## config.mk

```make
export PLATFORM = sky130hd
export DESIGN_NAME = tag_cmp_sweep
export DESIGN_NICKNAME = d
export VERILOG_FILES = /design/src/rtl/tcs_pkg.sv /design/src/rtl/tcs_way_match.sv /design/src/rtl/tcs_tag_array.sv /design/src/rtl/tcs_seq.sv /design/src/rtl/tag_cmp_sweep.sv
export SDC_FILE = /design/constraint.sdc
export NUM_CORES = 1
export LEC_CHECK = 0
export BUFFER_PORTS_ARGS = -buffer_cell sky130_fd_sc_hd__buf_2
export CORE_MARGIN = 2
export CORE_UTILIZATION = 51
export DETAILED_ROUTE_END_ITERATION = 8
export GPL_ROUTABILITY_DRIVEN = 0
export MAX_ROUTING_LAYER = met4
export PLACE_DENSITY = 0.69
export SKIP_CTS_REPAIR_TIMING = 1
export SLEW_MARGIN = 20
export SYNTH_ARGS = -nofsm -noshare
export SYNTH_HDL_FRONTEND = slang
export SYNTH_SLANG_ARGS = --single-unit
```

## constraint.sdc

```tcl
create_clock -name clk -period 5.2 [get_ports clk]
set_input_delay 0.26 -clock clk [delete_from_list [all_inputs] [get_ports clk]]
set_output_delay 0.26 -clock clk [all_outputs]
set_load 0.005 [all_outputs]
```

## src/rtl/tcs_pkg.sv

```systemverilog
package tcs_pkg;

  typedef enum logic [2:0] {
    S_IDLE = 3'd0,
    S_BG   = 3'd1,
    S_TGT  = 3'd2,
    S_LOOK = 3'd3,
    S_CHK  = 3'd4
  } seq_state_e;

  // Fixed test pattern set, indexed by the outer loop counter.
  function automatic logic [15:0] pattern_word(input logic [1:0] sel);
    case (sel)
      2'd0:    pattern_word = 16'h0000;
      2'd1:    pattern_word = 16'h7FFF;
      2'd2:    pattern_word = 16'h5555;
      default: pattern_word = 16'h2AAA;
    endcase
  endfunction

endpackage

```

## src/rtl/tcs_way_match.sv

```systemverilog
module tcs_way_match #(
  parameter int TAG_W = 15
) (
  input  logic [TAG_W-1:0] stored,
  input  logic [TAG_W-1:0] key,
  input  logic [TAG_W-1:0] mask,
  output logic             match
);

  always_comb begin
    match = ~|((stored ^ key) & mask);
  end

endmodule

```

## src/rtl/tcs_tag_array.sv

```systemverilog
module tcs_tag_array #(
  parameter int ROWS  = 16,
  parameter int WAYS  = 4,
  parameter int TAG_W = 15,
  localparam int ROW_W = $clog2(ROWS),
  localparam int WAY_W = $clog2(WAYS)
) (
  input  logic             clk,
  input  logic             rst_n,
  input  logic             wr_en,
  input  logic [ROW_W-1:0] wr_row,
  input  logic [WAY_W-1:0] wr_way,
  input  logic [TAG_W-1:0] wr_tag,
  input  logic             lk_en,
  input  logic [ROW_W-1:0] lk_row,
  input  logic [TAG_W-1:0] lk_tag,
  input  logic [TAG_W-1:0] cmp_mask,
  output logic             lk_hit,
  output logic [WAY_W-1:0] lk_way
);

  logic [TAG_W-1:0] tag_q [ROWS][WAYS];
  logic [WAYS-1:0]  match;
  logic [WAY_W-1:0] enc_way;
  logic             any_hit;
  logic             hit_q;
  logic [WAY_W-1:0] way_q;

  // Tag storage: plain memory, written only by the sequencer.
  always_ff @(posedge clk) begin
    if (wr_en) begin
      tag_q[wr_row][wr_way] <= wr_tag;
    end
  end

  for (genvar g = 0; g < WAYS; g++) begin : g_way
    tcs_way_match #(.TAG_W(TAG_W)) u_match (
      .stored (tag_q[lk_row][g]),
      .key    (lk_tag),
      .mask   (cmp_mask),
      .match  (match[g])
    );
  end

  // Lowest-numbered matching way wins.
  always_comb begin
    enc_way = '0;
    for (int w = WAYS - 1; w >= 0; w--) begin
      if (match[w]) begin
        enc_way = WAY_W'(w);
      end
    end
    any_hit = |match;
  end

  always_ff @(posedge clk or negedge rst_n) begin
    if (!rst_n) begin
      hit_q <= 1'b0;
      way_q <= '0;
    end else if (lk_en) begin
      hit_q <= any_hit;
      way_q <= enc_way;
    end
  end

  assign lk_hit = hit_q;
  assign lk_way = way_q;

endmodule

```

## src/rtl/tcs_seq.sv

```systemverilog
module tcs_seq
  import tcs_pkg::*;
#(
  parameter int ROWS  = 16,
  parameter int WAYS  = 4,
  parameter int TAG_W = 15,
  parameter int NPAT  = 4,
  localparam int ROW_W = $clog2(ROWS),
  localparam int WAY_W = $clog2(WAYS),
  localparam int PAT_W = $clog2(NPAT)
) (
  input  logic             clk,
  input  logic             rst_n,
  input  logic             start,
  input  logic             lk_hit,
  input  logic [WAY_W-1:0] lk_way,
  output logic             busy,
  output logic             done,
  output logic             err,
  output logic [ROW_W-1:0] fail_row,
  output logic [WAY_W-1:0] fail_way,
  output logic [WAY_W-1:0] fail_obs_way,
  output logic             fail_obs_hit,
  output logic             op_wr,
  output logic             op_lk,
  output logic [ROW_W-1:0] op_row,
  output logic [WAY_W-1:0] op_way,
  output logic [TAG_W-1:0] op_tag
);

  localparam logic [ROW_W-1:0] ROW_LAST = ROW_W'(ROWS - 1);
  localparam logic [WAY_W-1:0] WAY_LAST = WAY_W'(WAYS - 1);
  localparam logic [PAT_W-1:0] PAT_LAST = PAT_W'(NPAT - 1);

  seq_state_e       state_q, state_n;
  logic [PAT_W-1:0] pat_q, pat_n;
  logic [ROW_W-1:0] row_q, row_n;
  logic [WAY_W-1:0] tgt_q, tgt_n;
  logic [WAY_W-1:0] bgw_q, bgw_n;
  logic             done_q, done_n;
  logic             err_q, err_n;
  logic [ROW_W-1:0] frow_q, frow_n;
  logic [WAY_W-1:0] fway_q, fway_n;
  logic [WAY_W-1:0] fobs_q, fobs_n;
  logic             fhit_q, fhit_n;

  logic [TAG_W-1:0] cur_pat;
  logic [TAG_W-1:0] flip;
  logic             bad;

  assign cur_pat = TAG_W'(pattern_word(2'(pat_q)));
  // XOR with all ones yields the background, with all zeros the true tag.
  assign flip    = (state_q == S_BG) ? {TAG_W{1'b1}} : {TAG_W{1'b0}};
  assign bad     = !lk_hit || (lk_way != tgt_q);

  always_comb begin
    state_n = state_q;
    pat_n   = pat_q;
    row_n   = row_q;
    tgt_n   = tgt_q;
    bgw_n   = bgw_q;
    done_n  = 1'b0;
    err_n   = err_q;
    frow_n  = frow_q;
    fway_n  = fway_q;
    fobs_n  = fobs_q;
    fhit_n  = fhit_q;
    case (state_q)
      S_IDLE: begin
        if (start) begin
          state_n = S_BG;
          pat_n   = '0;
          row_n   = '0;
          tgt_n   = '0;
          bgw_n   = '0;
          err_n   = 1'b0;
          frow_n  = '0;
          fway_n  = '0;
          fobs_n  = '0;
          fhit_n  = 1'b0;
        end
      end
      S_BG: begin
        if (bgw_q == WAY_LAST) begin
          bgw_n   = '0;
          state_n = S_TGT;
        end else begin
          bgw_n = bgw_q + 1'b1;
        end
      end
      S_TGT:  state_n = S_LOOK;
      S_LOOK: state_n = S_CHK;
      S_CHK: begin
        if (bad && !err_q) begin
          err_n  = 1'b1;
          frow_n = row_q;
          fway_n = tgt_q;
          fobs_n = lk_way;
          fhit_n = lk_hit;
        end
        state_n = S_BG;
        if (tgt_q != WAY_LAST) begin
          tgt_n = tgt_q + 1'b1;
        end else begin
          tgt_n = '0;
          if (row_q != ROW_LAST) begin
            row_n = row_q + 1'b1;
          end else begin
            row_n = '0;
            if (pat_q != PAT_LAST) begin
              pat_n = pat_q + 1'b1;
            end else begin
              pat_n   = '0;
              state_n = S_IDLE;
              done_n  = 1'b1;
            end
          end
        end
      end
      default: state_n = S_IDLE;
    endcase
  end

  always_ff @(posedge clk or negedge rst_n) begin
    if (!rst_n) begin
      state_q <= S_IDLE;
      pat_q   <= '0;
      row_q   <= '0;
      tgt_q   <= '0;
      bgw_q   <= '0;
      done_q  <= 1'b0;
      err_q   <= 1'b0;
      frow_q  <= '0;
      fway_q  <= '0;
      fobs_q  <= '0;
      fhit_q  <= 1'b0;
    end else begin
      state_q <= state_n;
      pat_q   <= pat_n;
      row_q   <= row_n;
      tgt_q   <= tgt_n;
      bgw_q   <= bgw_n;
      done_q  <= done_n;
      err_q   <= err_n;
      frow_q  <= frow_n;
      fway_q  <= fway_n;
      fobs_q  <= fobs_n;
      fhit_q  <= fhit_n;
    end
  end

  assign busy         = (state_q != S_IDLE);
  assign done         = done_q;
  assign err          = err_q;
  assign fail_row     = frow_q;
  assign fail_way     = fway_q;
  assign fail_obs_way = fobs_q;
  assign fail_obs_hit = fhit_q;
  assign op_wr        = (state_q == S_BG) || (state_q == S_TGT);
  assign op_lk        = (state_q == S_LOOK);
  assign op_row       = row_q;
  assign op_way       = (state_q == S_BG) ? bgw_q : tgt_q;
  assign op_tag       = cur_pat ^ flip;

endmodule

```

## src/rtl/tag_cmp_sweep.sv

```systemverilog
module tag_cmp_sweep #(
  parameter int ROWS  = 16,
  parameter int WAYS  = 4,
  parameter int TAG_W = 15,
  localparam int ROW_W = $clog2(ROWS),
  localparam int WAY_W = $clog2(WAYS)
) (
  input  logic             clk,
  input  logic             rst_n,
  input  logic             start,
  input  logic [TAG_W-1:0] cmp_mask,
  output logic             busy,
  output logic             done,
  output logic             err,
  output logic [ROW_W-1:0] fail_row,
  output logic [WAY_W-1:0] fail_way,
  output logic [WAY_W-1:0] fail_obs_way,
  output logic             fail_obs_hit,
  output logic             op_wr,
  output logic             op_lk,
  output logic [ROW_W-1:0] op_row,
  output logic [WAY_W-1:0] op_way,
  output logic [TAG_W-1:0] op_tag
);

  logic [1:0]       rst_pipe_q;
  logic             rst_sync_n;
  logic             lk_hit;
  logic [WAY_W-1:0] lk_way;

  // Asynchronous assertion, synchronous release.
  always_ff @(posedge clk or negedge rst_n) begin
    if (!rst_n) begin
      rst_pipe_q <= 2'b00;
    end else begin
      rst_pipe_q <= {rst_pipe_q[0], 1'b1};
    end
  end
  assign rst_sync_n = rst_pipe_q[1];

  tcs_seq #(
    .ROWS  (ROWS),
    .WAYS  (WAYS),
    .TAG_W (TAG_W),
    .NPAT  (4)
  ) u_seq (
    .clk          (clk),
    .rst_n        (rst_sync_n),
    .start        (start),
    .lk_hit       (lk_hit),
    .lk_way       (lk_way),
    .busy         (busy),
    .done         (done),
    .err          (err),
    .fail_row     (fail_row),
    .fail_way     (fail_way),
    .fail_obs_way (fail_obs_way),
    .fail_obs_hit (fail_obs_hit),
    .op_wr        (op_wr),
    .op_lk        (op_lk),
    .op_row       (op_row),
    .op_way       (op_way),
    .op_tag       (op_tag)
  );

  tcs_tag_array #(
    .ROWS  (ROWS),
    .WAYS  (WAYS),
    .TAG_W (TAG_W)
  ) u_array (
    .clk      (clk),
    .rst_n    (rst_sync_n),
    .wr_en    (op_wr),
    .wr_row   (op_row),
    .wr_way   (op_way),
    .wr_tag   (op_tag),
    .lk_en    (op_lk),
    .lk_row   (op_row),
    .lk_tag   (op_tag),
    .cmp_mask (cmp_mask),
    .lk_hit   (lk_hit),
    .lk_way   (lk_way)
  );

endmodule

```

==> flow_summary.html, run 1 <==
<table>
<tr><th>Metric</th><th>Value</th></tr>
<tr><th colspan="2">Layout</th></tr>
<tr><td>Most frequent cells in the layout</td><td>128 x edfxtp_1, 83 x nor2_1, 52 x buf_2</td></tr>
<tr><td>Count of nets after finishing</td><td>approximately 560</td></tr>
<tr><td>Synth-to-layout area growth</td><td>13.2%</td></tr>
<tr><td>Most common cell after layout, fill and taps aside</td><td>edfxtp_1</td></tr>
<tr><td>Fraction of final layout cells with drive strength greater than 1</td><td>21.4%</td></tr>
<tr><td>Antenna cell count</td><td>0</td></tr>
<tr><th colspan="2">Min path</th></tr>
<tr><td>Path type of the worst min-delay path</td><td>in2async</td></tr>
<tr><th colspan="2">Synth</th></tr>
<tr><td>Post-synth top area cell</td><td>edfxtp_1</td></tr>
<tr><td>Number of distinct library cells after synthesis</td><td>between 40 and 50</td></tr>
<tr><td>Fraction of synthesized cell area taken by the top area cell type</td><td>55.6%</td></tr>
<tr><td>Count of warnings emitted by yosys</td><td>0</td></tr>
<tr><td>Post-synth ARST share</td><td>between 10% and 20%</td></tr>
<tr><td>Post-synthesis net count</td><td>slightly above 500</td></tr>
<tr><td>Mapped Area</td><td>slightly below 7000 sq um</td></tr>
<tr><td>Synthesized instance count</td><td>491</td></tr>
<tr><td>Number of enable flip-flop cells after synthesis</td><td>128</td></tr>
<tr><td>Post-Synthesis Mean Instance Area</td><td>around 14 sq um</td></tr>
<tr><td>Synthesized flop and latch total</td><td>157</td></tr>
<tr><td>Cell types occupying the most area after synthesis</td><td>edfxtp_1 56%, dfrtp_1 11%, mux4_2 6.8%, nor2_1 4.5%, mux2i_1 3.8%</td></tr>
<tr><td>Synth Flop Type</td><td>edfxtp_1</td></tr>
<tr><td>Portion of the post-synthesis area used by sequential elements</td><td>about two thirds</td></tr>
<tr><th colspan="2">Worst setup path</th></tr>
<tr><td>R2r startpoint</td><td>u_seq.op_row[0]$_DFFE_PN0P_</td></tr>
<tr><td>Critical path, cell by cell</td><td>buf_4 -&gt; nor2b_1 -&gt; a221oi_1 -&gt; a22oi_1 -&gt; mux2i_1 -&gt; nor2_1 -&gt; o32a_1 -&gt; o31ai_2</td></tr>
<tr><td>Destination of the critical timing path</td><td>u_array.lk_way[0]$_DFFE_PN0P_</td></tr>
<tr><td>Delay of the slowest cell on the worst path</td><td>0.83 ns</td></tr>
<tr><td>First element of the critical path</td><td>u_seq.op_row[0]$_DFFE_PN0P_</td></tr>
<tr><td>Worst setup path category</td><td>reg2reg</td></tr>
<tr><td>Cell with the biggest individual delay on the critical path</td><td>dfrtp_2</td></tr>
<tr><td>Data required time of the critical path</td><td>around 5.5 ns</td></tr>
<tr><td>Register-to-register setup slack</td><td>between 2 and 2.5 ns</td></tr>
<tr><td>Worst Setup Start Kind</td><td>register</td></tr>
<tr><td>Maximum fanout along the worst path</td><td>22</td></tr>
<tr><td>Depth of the most critical reg-to-reg path</td><td>8</td></tr>
<tr><td>Kind of capture point of the worst setup path</td><td>register</td></tr>
<tr><td>Arrival time at the worst endpoint</td><td>3.37 ns</td></tr>
<tr><td>Endpoint of the worst register-to-register path</td><td>u_array.lk_way[0]$_DFFE_PN0P_</td></tr>
<tr><th colspan="2">Floorplanning</th></tr>
<tr><td>Die ar.</td><td>approximately 14000 sq um</td></tr>
<tr><td>Die X-Extent</td><td>120 um</td></tr>
<tr><td>Chip height</td><td>between 100 and 150 um</td></tr>
<tr><td>Area of the core</td><td>13200 sq um</td></tr>
<tr><td>Top Ports</td><td>53</td></tr>
<tr><td>Starting density of the core</td><td>52.2%</td></tr>
<tr><td>Number of rows in the core area</td><td>42</td></tr>
<tr><th colspan="2">Clocking</th></tr>
<tr><td>Number of clock sinks</td><td>between 150 and 200</td></tr>
<tr><td>Clock slew at the register clock pins of the worst setup and hold paths</td><td>0.07 ns</td></tr>
<tr><td>Cts bufs inserted</td><td>17</td></tr>
<tr><td>CTS HTree Levels</td><td>4</td></tr>
<tr><td>Master cell of the clock root buffer</td><td>clkbuf_16</td></tr>
<tr><td>CTS tree</td><td>yes</td></tr>
<tr><td>Worst-skew pair later-pin latency</td><td>between 0.4 and 0.5 ns</td></tr>
<tr><td>Deepest clock path buffer count</td><td>2</td></tr>
<tr><th colspan="2">Routing</th></tr>
<tr><td>Detail Route Antenna Nets</td><td>0</td></tr>
<tr><td>Wire length on met3</td><td>799 um</td></tr>
<tr><td>Routed length on met1</td><td>approximately 6300 um</td></tr>
<tr><td>Highest metal layer used by the detailed router</td><td>met4</td></tr>
<tr><td>Total detailed-routing wirelength</td><td>~15000 um</td></tr>
<tr><td>Detailed router's first-iteration violation count</td><td>slightly above 400</td></tr>
<tr><td>Via count</td><td>a little over 4000</td></tr>
<tr><td>Average detailed-routed wire length per instance</td><td>just over 20 um</td></tr>
<tr><td>Number of remaining DRC errors</td><td>0</td></tr>
<tr><td>First-pass DRT Iterations</td><td>5</td></tr>
<tr><td>Length of routed met2 wiring</td><td>around 7300 um</td></tr>
<tr><td>Vias per cell</td><td>about 5.8</td></tr>
<tr><th colspan="2">Global routing</th></tr>
<tr><td>GRT overflow</td><td>0</td></tr>
<tr><td>Pin count of the biggest net entering global routing</td><td>slightly above 60</td></tr>
<tr><td>Overall routing resource usage</td><td>between 20 and 25%</td></tr>
<tr><td>Initial antenna violation count</td><td>0</td></tr>
<tr><td>Via count of the first global-routing pass</td><td>4027</td></tr>
<tr><td>First-pass GRT wire length</td><td>~23000 um</td></tr>
<tr><th colspan="2">Power</th></tr>
<tr><td>Pwr per Cell Area</td><td>between 300 and 400 nW/um^2</td></tr>
<tr><td>Tot Pwr</td><td>2570 uW</td></tr>
<tr><td>Peak ir drop on the vdd network</td><td>approximately 0.22 mV</td></tr>
<tr><td>Cell leakage power</td><td>between 0.002 and 0.003 uW</td></tr>
<tr><th colspan="2">STA</th></tr>
<tr><td>Clock period minus final worst setup slack</td><td>3.03 ns</td></tr>
<tr><td>Final hold vios</td><td>0</td></tr>
<tr><td>Count of final max-slew check failures</td><td>0</td></tr>
<tr><td>Maximum clock skew at final layout</td><td>roughly 0.011 ns</td></tr>
<tr><td>Slew Limit Headroom</td><td>33.7%</td></tr>
<tr><td>Final-layout setup total negative slack</td><td>0 ns</td></tr>
<tr><td>Achievable frequency</td><td>330 MHz</td></tr>
<tr><td>Post-route setup slack</td><td>approximately 2.2 ns</td></tr>
<tr><td>Final setup violating endpoints</td><td>0</td></tr>
<tr><td>Final period utilization</td><td>between 50% and 60%</td></tr>
<tr><td>Slew at the pin closest to its max-slew limit</td><td>around 1 ns</td></tr>
<tr><td>Setup repair after global routing missed its margin</td><td>false</td></tr>
<tr><th colspan="2">Job</th></tr>
<tr><td>Number of maximum-capacitance constraint violations</td><td>0</td></tr>
<tr><th colspan="2">Placed design</th></tr>
<tr><td>Setup Slack @ Placement</td><td>approximately 2.2 ns</td></tr>
<tr><td>DP Wirelength</td><td>a little under 10000 um</td></tr>
<tr><td>Count of port buffers added during placement</td><td>52</td></tr>
<tr><th colspan="2">Outcome</th></tr>
<tr><td>Result of the run</td><td>completed</td></tr>
</table>
-- worst min path at each step --
stage	from	endpoint	slack [ns]	depth (start not counted)
2_1_floorplan	rst_n	rst_pipe_q[0]$_DFF_PN0_	-0.04	0
3_3_place_gp	rst_n	rst_pipe_q[0]$_DFF_PN0_	0.04	1
3_5_place_dp	rst_n	rst_pipe_q[1]$_DFF_PN0_	0.05	1
4_1_cts	rst_n	rst_pipe_q[0]$_DFF_PN0_	-0.41	1
5_1_grt	rst_n	rst_pipe_q[1]$_DFF_PN0_	0.16	2
6_report	rst_n	rst_pipe_q[1]$_DFF_PN0_	0.15	2
-- per-layer routing --
| metal | up-vias | track usage (%) |
|---|---|---|
| met1 | 2063 | 29.8 |
| li1 | 1900 | - |
| met4 | 0 | 10.0 |
| met2 | 151 | 33.7 |
| met5 | - | - |
| met3 | 22 | 4.20 |
-- layout make-up --
| cell class | count | area, sq um |
|---|---|---|
| fillers | 1068 | 5420 |
| flip-flops and latches | 157 | 4570 |
| multi-input cells | 287 | 2120 |
| clock buffers | 18 | 429 |
| repair buffers | 57 | 300 |
| well taps | 176 | 220 |
| clock inverters | 14 | 141 |
| inverters | 10 | 37.5 |
-- where the power goes --
group	total (uW)	leakage, uW	switching [uW]	internal [uW]
Sequential	1350	0.00118	4.28	1340
Combinational	9.17	0.00106	3.32	5.85
Clock	1210	0.000268	504	706
-- synthesized netlist by cell type, types with 9 or more instances --
master / number
mux2i_1: 26
buf_4: 14
a221oi_1: 10
nand2_1: 51
nor2_1: 83
nand3_1: 9
dfrtp_1: 29
inv_1: 10
o21ai_0: 15
clkbuf_1: 10
nand2b_1: 9
mux4_2: 21
edfxtp_1: 128
-- cell families (layout without fill, tap and decap cells) --
| family | Yosys count | in the layout | share of synthesized area, % |
|---|---|---|---|
| buffers and inverters | 47 | 99 | 3.62 |
| DFF | 157 | 157 | 66.1 |
| xor gates and xnor gates | 6 | 6 | 0.761 |
| and+or+nand+nor | 169 | 169 | 10.4 |
| other | 1 | 1 | 0.0543 |
| AOI/OAI and AO/OA | 52 | 52 | 5.63 |
| muxes | 51 | 51 | 11.9 |
| adders and majority gates | 8 | 8 | 1.45 |
-- sequential cells by signal, indices dropped and copies added (netlist names), 2 cells and up --
register / cells
rst_pipe_q: 2
u_array.lk_way: 2
u_array.tag_q: 128
u_seq.bgw_q: 2
u_seq.fail_obs_way: 2
u_seq.fail_row: 4
u_seq.fail_way: 2
u_seq.op_row: 4
u_seq.pat_q: 2
u_seq.state_q: 3
u_seq.tgt_q: 2
-- per-stage QoR --
step	hold WS (ns)	utilization [%]	cells	cell area (sq um)
2_1_floorplan	-0.0356	-	491	6910
3_3_place_gp	0.0444	54.6	686	7230
3_5_place_dp	0.0471	54.6	686	7230
4_1_cts	-0.405	58.9	718	7800
5_1_grt	0.164	59.1	719	7820
6_report	0.147	59.1	719	7820
-- critical path: cells and delay by family, from the launching register on --
kind,cells,cell delay [ns]
flops,1,0.83
simple gates,2,0.56
compound gates,4,0.97
mux,1,0.24
buf+inv,1,0.34
(Power assumes the default switching activity.)
==> run 2, diff against run 1 <==
- clock period: 5.2 -> 2.9 ns (I/O delays scaled with it)
==> run 2 against run 1 <==
Against the previous run:
- clock-buffer cell count is the same
- sequential share of layout area decreased by 1.1 points
- die area did not move
- flip-flop and latch count unchanged
- worst setup slack worse by 1.9 ns
- clock skew shrank 0.0020 ns
- critical path depth decreased by 1
- first-iteration DRC count fell by 3.1%
- clock power rose by 77%
==> flow_summary.html, run 2 (synthesis gave the netlist of run 1 again) <==
<table>
<tr><th>Metric</th><th>Value</th></tr>
<tr><th colspan="2">Floorplanning</th></tr>
<tr><td>Die ar.</td><td>14500 sq um (unchanged)</td></tr>
<tr><td>Die X-Extent</td><td>120 um (unchanged)</td></tr>
<tr><td>Top Ports</td><td>53 (unchanged)</td></tr>
<tr><td>Number of rows in the core area</td><td>42 (unchanged)</td></tr>
<tr><td>Area of the core</td><td>13200 sq um (unchanged)</td></tr>
<tr><td>Starting density of the core</td><td>52.2% (unchanged)</td></tr>
<tr><td>Chip height</td><td>120 um (unchanged)</td></tr>
<tr><th colspan="2">Clocking</th></tr>
<tr><td>Cts bufs inserted</td><td>17 (unchanged)</td></tr>
<tr><td>Clock slew at the register clock pins of the worst setup and hold paths</td><td>0.06 ns (about the same)</td></tr>
<tr><td>Worst-skew pair later-pin latency</td><td>0.43 ns (about the same)</td></tr>
<tr><td>CTS HTree Levels</td><td>4 (unchanged)</td></tr>
<tr><td>Number of clock sinks</td><td>157 (unchanged)</td></tr>
<tr><td>Master cell of the clock root buffer</td><td>clkbuf_16</td></tr>
<tr><td>Deepest clock path buffer count</td><td>2 (unchanged)</td></tr>
<tr><td>CTS tree</td><td>yes</td></tr>
<tr><th colspan="2">Layout</th></tr>
<tr><td>Most common cell after layout, fill and taps aside</td><td>edfxtp_1</td></tr>
<tr><td>Synth-to-layout area growth</td><td>15.3%</td></tr>
<tr><td>Largest register by flop count</td><td>u_array.tag_q</td></tr>
<tr><td>Count of filler cells inserted in the layout</td><td>1038 (-2.8%)</td></tr>
<tr><td>Flip-flop count of the largest register, all copies and words added</td><td>128 (unchanged)</td></tr>
<tr><td>Fraction of final layout cells with drive strength greater than 1</td><td>23.6% (+2.2 points)</td></tr>
<tr><td>Most frequent cells in the layout</td><td>128 x edfxtp_1, 83 x nor2_1, 52 x buf_2</td></tr>
<tr><td>Cell area after layout</td><td>7970 sq um (+1.8%)</td></tr>
<tr><td>Count of nets after finishing</td><td>569 (+2.3%)</td></tr>
<tr><td>Antenna cell count</td><td>0 (unchanged)</td></tr>
<tr><th colspan="2">Min path</th></tr>
<tr><td>Path type of the worst min-delay path</td><td>in2async</td></tr>
<tr><th colspan="2">Routing</th></tr>
<tr><td>Average detailed-routed wire length per instance</td><td>20.4 um (about the same)</td></tr>
<tr><td>First-pass DRT Iterations</td><td>5 (unchanged)</td></tr>
<tr><td>Via count</td><td>4235 (+2.4%)</td></tr>
<tr><td>Vias per cell</td><td>5.79 (+0.58%)</td></tr>
<tr><td>Detailed router's first-iteration violation count</td><td>400 (-3.1%)</td></tr>
<tr><td>Number of remaining DRC errors</td><td>0 (unchanged)</td></tr>
<tr><td>Detail Route Antenna Nets</td><td>0 (unchanged)</td></tr>
<tr><td>Total detailed-routing wirelength</td><td>14900 um (+1.9%)</td></tr>
<tr><th colspan="2">STA</th></tr>
<tr><td>Final hold vios</td><td>0 (unchanged)</td></tr>
<tr><td>Slew at the pin closest to its max-slew limit</td><td>0.806 ns (-0.189 ns)</td></tr>
<tr><td>Final-layout setup total negative slack</td><td>0 ns (unchanged)</td></tr>
<tr><td>Achievable frequency</td><td>374 MHz (+13%)</td></tr>
<tr><td>Maximum clock skew at final layout</td><td>0.00863 ns (-0.00202 ns)</td></tr>
<tr><td>Final setup violating endpoints</td><td>0 (unchanged)</td></tr>
<tr><td>Clock period minus final worst setup slack</td><td>2.67 ns (-0.356 ns)</td></tr>
<tr><td>Setup repair after global routing missed its margin</td><td>false</td></tr>
<tr><td>Slew Limit Headroom</td><td>46.3% (+13 points)</td></tr>
<tr><td>Final period utilization</td><td>92.1% (+34 points)</td></tr>
<tr><td>Count of final max-slew check failures</td><td>0 (unchanged)</td></tr>
<tr><th colspan="2">Global routing</th></tr>
<tr><td>Initial antenna violation count</td><td>0 (unchanged)</td></tr>
<tr><td>Overall routing resource usage</td><td>22.9% (+0.57 points)</td></tr>
<tr><td>First-pass GRT wire length</td><td>23400 um (+2.7%)</td></tr>
<tr><td>Pin count of the biggest net entering global routing</td><td>61 (-1.6%)</td></tr>
<tr><td>GRT overflow</td><td>0 (unchanged)</td></tr>
<tr><td>Via count of the first global-routing pass</td><td>4153 (+3.1%)</td></tr>
<tr><th colspan="2">Worst setup path</th></tr>
<tr><td>Data required time of the critical path</td><td>3.24 ns (-2.30 ns)</td></tr>
<tr><td>Kind of capture point of the worst setup path</td><td>register</td></tr>
<tr><td>Worst setup path category</td><td>reg2reg</td></tr>
<tr><td>Worst Setup Start Kind</td><td>register</td></tr>
<tr><td>Maximum fanout along the worst path</td><td>10 (-55%)</td></tr>
<tr><td>Register-to-register setup slack</td><td>0.23 ns (-1.94 ns)</td></tr>
<tr><td>Arrival time at the worst endpoint</td><td>3.01 ns (-0.36 ns)</td></tr>
<tr><th colspan="2">Power</th></tr>
<tr><td>Peak ir drop on the vdd network</td><td>0.450 mV (+110%)</td></tr>
<tr><td>Cell leakage power</td><td>0.00259 uW (+3.2%)</td></tr>
<tr><td>Pwr per Cell Area</td><td>574 nW/um^2 (+75%)</td></tr>
<tr><td>Tot Pwr</td><td>4570 uW (+78%)</td></tr>
<tr><th colspan="2">Placed design</th></tr>
<tr><td>Dpl cell area</td><td>7380 sq um (+2.0%)</td></tr>
<tr><td>DP Wirelength</td><td>9990 um (+3.6%)</td></tr>
<tr><td>Count of port buffers added during placement</td><td>52 (unchanged)</td></tr>
<tr><th colspan="2">Job</th></tr>
<tr><td>Number of maximum-capacitance constraint violations</td><td>0 (unchanged)</td></tr>
<tr><th colspan="2">Outcome</th></tr>
<tr><td>Result of the run</td><td>completed</td></tr>
</table>
==> run 2: worst max-delay path: stages, from the launching register on <==
cell      delay [ns]
dfrtp_2         0.58
mux4_1          0.60
a22o_1          0.26
a221oi_1        0.31
mux2i_1         0.23
nor2_1          0.08
o32a_1          0.30
o31ai_2         0.21
==> run 2: layout make-up <==
| type | instances | area, sq um | area share, % |
|---|---|---|---|
| Multi-Input combinational cell | 287 | 2130 | 26.8 |
| Tap cell | 176 | 220 | 2.76 |
| Clock buffer | 18 | 429 | 5.39 |
| Inverter | 10 | 37.5 | 0.471 |
| Clock inverter | 14 | 144 | 1.81 |
| Sequential cell | 157 | 4570 | 57.4 |
| Timing Repair Buffer | 70 | 430 | 5.40 |
==> run 2: per-stage QoR <==
step	setup WS, ns	util [%]	hold WS [ns]	instances
detailed placement	0.263	55.7	-0.0679	699
finish	0.228	60.2	0.0136	732
CTS	0.0757	60.0	-0.531	731
global placement	0.258	55.7	-0.0709	699
floorplan	0.248	-	-0.151	491
global route	0.00650	60.2	0.0350	732
==> run 2: report_power, final <==
group	switching, uW	internal [uW]
Combinational	5.72	10.5
Clock	876	1260
Sequential	7.78	2410
==> run 2: final timing paths <==
path	cells past startpoint	to	start
worst max register to register	7	u_array.lk_way[0]$_DFFE_PN0P_	u_seq.op_row[0]$_DFFE_PN0P_
worst max-delay path	7	u_array.lk_way[0]$_DFFE_PN0P_	u_seq.op_row[0]$_DFFE_PN0P_
min in group clk	3	u_seq.state_q[0]$_DFFE_PN0P_	start
worst min-delay path	2	rst_pipe_q[1]$_DFF_PN0_	rst_n
max in group asynchronous	0	u_seq.op_row[0]$_DFFE_PN0P_	rst_pipe_q[1]$_DFF_PN0_
worst min register to register	0	u_seq.state_q[1]$_DFFE_PN0P_	rst_pipe_q[1]$_DFF_PN0_
==> run 2: routing by layer <==
layer / share of wire [%] / global-route usage, % / vias to the layer above
met1: 43 / 31.0 / 2114
li1: - / - / 1927
met2: 48 / 33.9 / 176
met4: 1.9 / 7.92 / 0
met3: 7.3 / 6.04 / 18
met5: 0 / - / -
==> run 3, diff against run 2 <==
- CORE_MARGIN: 2 -> default
- PLACE_DENSITY: 0.69 -> 0.67
==> run 3 against run 2 <==
Against the previous run:
- clock skew rose by 0.0047 ns
- clock power fell by 3%
- global-route usage rose by 0.47 points
- power fell by 1.5%
- via count rose by 0.68%
- flip-flop and latch count did not move
- critical path depth did not move
- sequential share of layout area rose by 0.19 points
- maximum frequency rose by 3.9%
- core utilization fell by 0.22 points
- worst setup slack improved by 0.10 ns
- die area fell by 3.3%
- critical endpoint is now u_array.lk_way[1]$_DFFE_PN0P_
==> flow_summary.html, run 3 (synthesis gave the netlist of run 1 again) <==
<table>
<tr><th>Metric</th><th>Value</th></tr>
<tr><th colspan="2">Outcome</th></tr>
<tr><td>Result of the run</td><td>completed</td></tr>
<tr><th colspan="2">Power</th></tr>
<tr><td>Switching Power</td><td>830 uW (-6.7%)</td></tr>
<tr><td>Peak ir drop on the vdd network</td><td>0.361 mV (-20%)</td></tr>
<tr><td>Pwr per Cell Area</td><td>567 nW/um^2 (-1.1%)</td></tr>
<tr><td>Portion of total power attributed to sequential cells</td><td>53.5% (+0.6 points)</td></tr>
<tr><td>Relative contribution of combinational cells to total power</td><td>0.6% (+0.2 points)</td></tr>
<tr><td>Cell leakage power</td><td>0.00258 uW (about the same)</td></tr>
<tr><td>Switching portion of total power</td><td>18.4% (-1.0 points)</td></tr>
<tr><td>Part of the power in the clock network</td><td>45.9% (-0.9 points)</td></tr>
<tr><td>Internal cell power</td><td>3670 uW (-0.24%)</td></tr>
<tr><th colspan="2">Worst setup path</th></tr>
<tr><td>Register-to-register setup slack</td><td>0.33 ns (+0.10 ns)</td></tr>
<tr><td>Data required time of the critical path</td><td>3.21 ns (-0.03 ns)</td></tr>
<tr><td>Worst Setup Start Kind</td><td>register</td></tr>
<tr><td>Cell with the biggest individual delay on the critical path</td><td>mux4_2</td></tr>
<tr><td>Delay of the slowest cell on the worst path</td><td>0.54 ns (-0.06 ns)</td></tr>
<tr><td>Worst setup path category</td><td>reg2reg</td></tr>
<tr><td>Arrival time at the worst endpoint</td><td>2.88 ns (-0.13 ns)</td></tr>
<tr><td>Maximum fanout along the worst path</td><td>6 (-4)</td></tr>
<tr><td>Count of buffering cells on the critical path with inverters included</td><td>1 (+1)</td></tr>
<tr><td>Kind of cell adding the most delay to the critical path</td><td>compound AO/OA/AOI/OAI gates</td></tr>
<tr><td>Kind of capture point of the worst setup path</td><td>register</td></tr>
<tr><td>Critical path, cell by cell</td><td>buf_4 -&gt; mux4_2 -&gt; a22o_1 -&gt; a221oi_1 -&gt; mux2i_1 -&gt; nor2_1 -&gt; o41ai_1</td></tr>
<tr><th colspan="2">Global routing</th></tr>
<tr><td>GRT overflow</td><td>0 (unchanged)</td></tr>
<tr><td>Overall routing resource usage</td><td>23.3% (+0.47 points)</td></tr>
<tr><td>First-pass GRT wire length</td><td>23200 um (-1.1%)</td></tr>
<tr><td>Pin count of the biggest net entering global routing</td><td>73 (+20%)</td></tr>
<tr><td>Via count of the first global-routing pass</td><td>4153 (unchanged)</td></tr>
<tr><td>Initial antenna violation count</td><td>0 (unchanged)</td></tr>
<tr><th colspan="2">Clocking</th></tr>
<tr><td>Clock slew at the register clock pins of the worst setup and hold paths</td><td>0.06 ns (about the same)</td></tr>
<tr><td>Cts bufs inserted</td><td>17 (unchanged)</td></tr>
<tr><td>Worst-skew pair later-pin latency</td><td>0.43 ns (about the same)</td></tr>
<tr><td>CTS HTree Levels</td><td>4 (unchanged)</td></tr>
<tr><td>Master cell of the clock root buffer</td><td>clkbuf_16</td></tr>
<tr><td>CTS tree</td><td>yes</td></tr>
<tr><td>Number of clock sinks</td><td>157 (unchanged)</td></tr>
<tr><td>Deepest clock path buffer count</td><td>2 (unchanged)</td></tr>
<tr><th colspan="2">Floorplanning</th></tr>
<tr><td>Die ar.</td><td>14000 sq um (-3.3%)</td></tr>
<tr><td>Number of rows in the core area</td><td>42 (unchanged)</td></tr>
<tr><td>Die X-Extent</td><td>118 um (-1.7%)</td></tr>
<tr><td>Starting density of the core</td><td>52.2% (unchanged)</td></tr>
<tr><td>Area of the core</td><td>13200 sq um (unchanged)</td></tr>
<tr><td>Chip height</td><td>118 um (-1.7%)</td></tr>
<tr><td>Top Ports</td><td>53 (unchanged)</td></tr>
<tr><th colspan="2">STA</th></tr>
<tr><td>Maximum clock skew at final layout</td><td>0.0133 ns (+0.00469 ns)</td></tr>
<tr><td>Count of final max-slew check failures</td><td>0 (unchanged)</td></tr>
<tr><td>Final setup violating endpoints</td><td>0 (unchanged)</td></tr>
<tr><td>Final hold vios</td><td>0 (unchanged)</td></tr>
<tr><td>Slew Limit Headroom</td><td>56.0% (+9.7 points)</td></tr>
<tr><td>Final-layout setup total negative slack</td><td>0 ns (unchanged)</td></tr>
<tr><td>Clock period minus final worst setup slack</td><td>2.57 ns (-0.100 ns)</td></tr>
<tr><td>Slew at the pin closest to its max-slew limit</td><td>0.660 ns (-0.146 ns)</td></tr>
<tr><td>Final period utilization</td><td>88.7% (-3.4 points)</td></tr>
<tr><td>Achievable frequency</td><td>389 MHz (+3.9%)</td></tr>
<tr><td>Setup repair after global routing missed its margin</td><td>false</td></tr>
<tr><th colspan="2">Routing</th></tr>
<tr><td>Total detailed-routing wirelength</td><td>14800 um (-0.67%)</td></tr>
<tr><td>Detailed router's first-iteration violation count</td><td>378 (-5.5%)</td></tr>
<tr><td>First-pass DRT Iterations</td><td>5 (unchanged)</td></tr>
<tr><td>Detail Route Antenna Nets</td><td>0 (unchanged)</td></tr>
<tr><td>Via count</td><td>4264 (+0.68%)</td></tr>
<tr><td>Average detailed-routed wire length per instance</td><td>20.2 um (-1.1%)</td></tr>
<tr><td>Vias per cell</td><td>5.80 (+0.27%)</td></tr>
<tr><td>Number of remaining DRC errors</td><td>0 (unchanged)</td></tr>
<tr><th colspan="2">Layout</th></tr>
<tr><td>FF/Latch Area</td><td>4570 sq um (about the same)</td></tr>
<tr><td>Flip-flop count of the largest register, all copies and words added</td><td>128 (unchanged)</td></tr>
<tr><td>Largest register by flop count</td><td>u_array.tag_q</td></tr>
<tr><td>Synth-to-layout area growth</td><td>14.9%</td></tr>
<tr><td>Non-filler instance count after layout</td><td>735 (+0.41%)</td></tr>
<tr><td>Most common cell after layout, fill and taps aside</td><td>edfxtp_1</td></tr>
<tr><td>Count of nets after finishing</td><td>572 (+0.53%)</td></tr>
<tr><td>Fraction of final layout cells with drive strength greater than 1</td><td>22.7% (-0.84 points)</td></tr>
<tr><td>Antenna cell count</td><td>0 (unchanged)</td></tr>
<tr><td>Count of filler cells inserted in the layout</td><td>1030 (-0.77%)</td></tr>
<tr><td>Most frequent cells in the layout</td><td>128 x edfxtp_1, 83 x nor2_1, 52 x buf_2</td></tr>
<tr><td>Multi-input combinational cell area</td><td>2130 sq um (unchanged)</td></tr>
<tr><th colspan="2">Placed design</th></tr>
<tr><td>Post-Place Cells</td><td>702 (+0.43%)</td></tr>
<tr><td>Count of port buffers added during placement</td><td>52 (unchanged)</td></tr>
<tr><td>DP Wirelength</td><td>10000 um (about the same)</td></tr>
<tr><th colspan="2">Min path</th></tr>
<tr><td>Path type of the worst min-delay path</td><td>in2async</td></tr>
<tr><th colspan="2">Job</th></tr>
<tr><td>Number of maximum-capacitance constraint violations</td><td>0 (unchanged)</td></tr>
</table>
run 3: metal layers:
layer | up-vias | global-route usage, % | share of wire (%) | wire length [um]
met1 | 2132 | 29.9 | 42 | 6250
li1 | 1928 | - | - | -
met3 | 29 | 5.84 | 6.5 | 958
met4 | 0 | 11.2 | 2.9 | 427
met2 | 175 | 35.1 | 48 | 7190
met5 | - | - | 0 | 0
run 3: path summary, 6_finish.rpt:
check                                            start  depth (start not counted)                             to
max                        u_seq.op_row[0]$_DFFE_PN0P_                          7  u_array.lk_way[1]$_DFFE_PN0P_
max reg2reg                u_seq.op_row[0]$_DFFE_PN0P_                          7  u_array.lk_way[1]$_DFFE_PN0P_
min in group clk                                 start                          3   u_seq.state_q[0]$_DFFE_PN0P_
min reg2reg                    rst_pipe_q[1]$_DFF_PN0_                          1    u_seq.op_row[0]$_DFFE_PN0P_
max in group asynchronous      rst_pipe_q[1]$_DFF_PN0_                          1    u_seq.op_row[1]$_DFFE_PN0P_
min                                              rst_n                          2        rst_pipe_q[1]$_DFF_PN0_
run 3: final cells by class:
type                    count  share of cell area (%)
repair buffers             73                    5.45
inverters                  10                   0.473
clock inverters             9                    1.20
clock buffers              23                    5.64
flip-flops and latches    157                    57.6
multi-input cells         287                    26.9
well taps                 176                    2.77
run 3: power by group through the flow:
stage               Clock, uW  Sequential, uW  Combinational (uW)
floorplan                   0            2460                2.96
global placement            0            2460                23.5
detailed placement          0            2460                24.3
CTS                      2100            2410                24.4
global route             2190            2410                28.5
finish                   2070            2410                24.9
run 3: worst reg2reg max path, delay by kind of cell, from the launching register on:
kind	cells	cell delay, ns
AO/OA/AOI/OAI	3	0.88
buffers and inverters	1	0.21
flip-flops	1	0.44
multiplexers	2	0.84
AND/OR/NAND/NOR	1	0.10
run 3: stage by stage:
step	cell area, sq um	total power, uW	hold WS (ns)	util (%)	setup slack, ns
2_1_floorplan	6950	2460	-0.151	-	0.248
4_1_cts	7930	4540	-0.524	59.9	0.309
3_5_place_dp	7390	2480	-0.0670	55.8	0.323
3_3_place_gp	7390	2480	-0.0688	55.8	0.384
6_report	7940	4500	0.0342	59.9	0.328
5_1_grt	7940	4620	0.0359	59.9	0.174
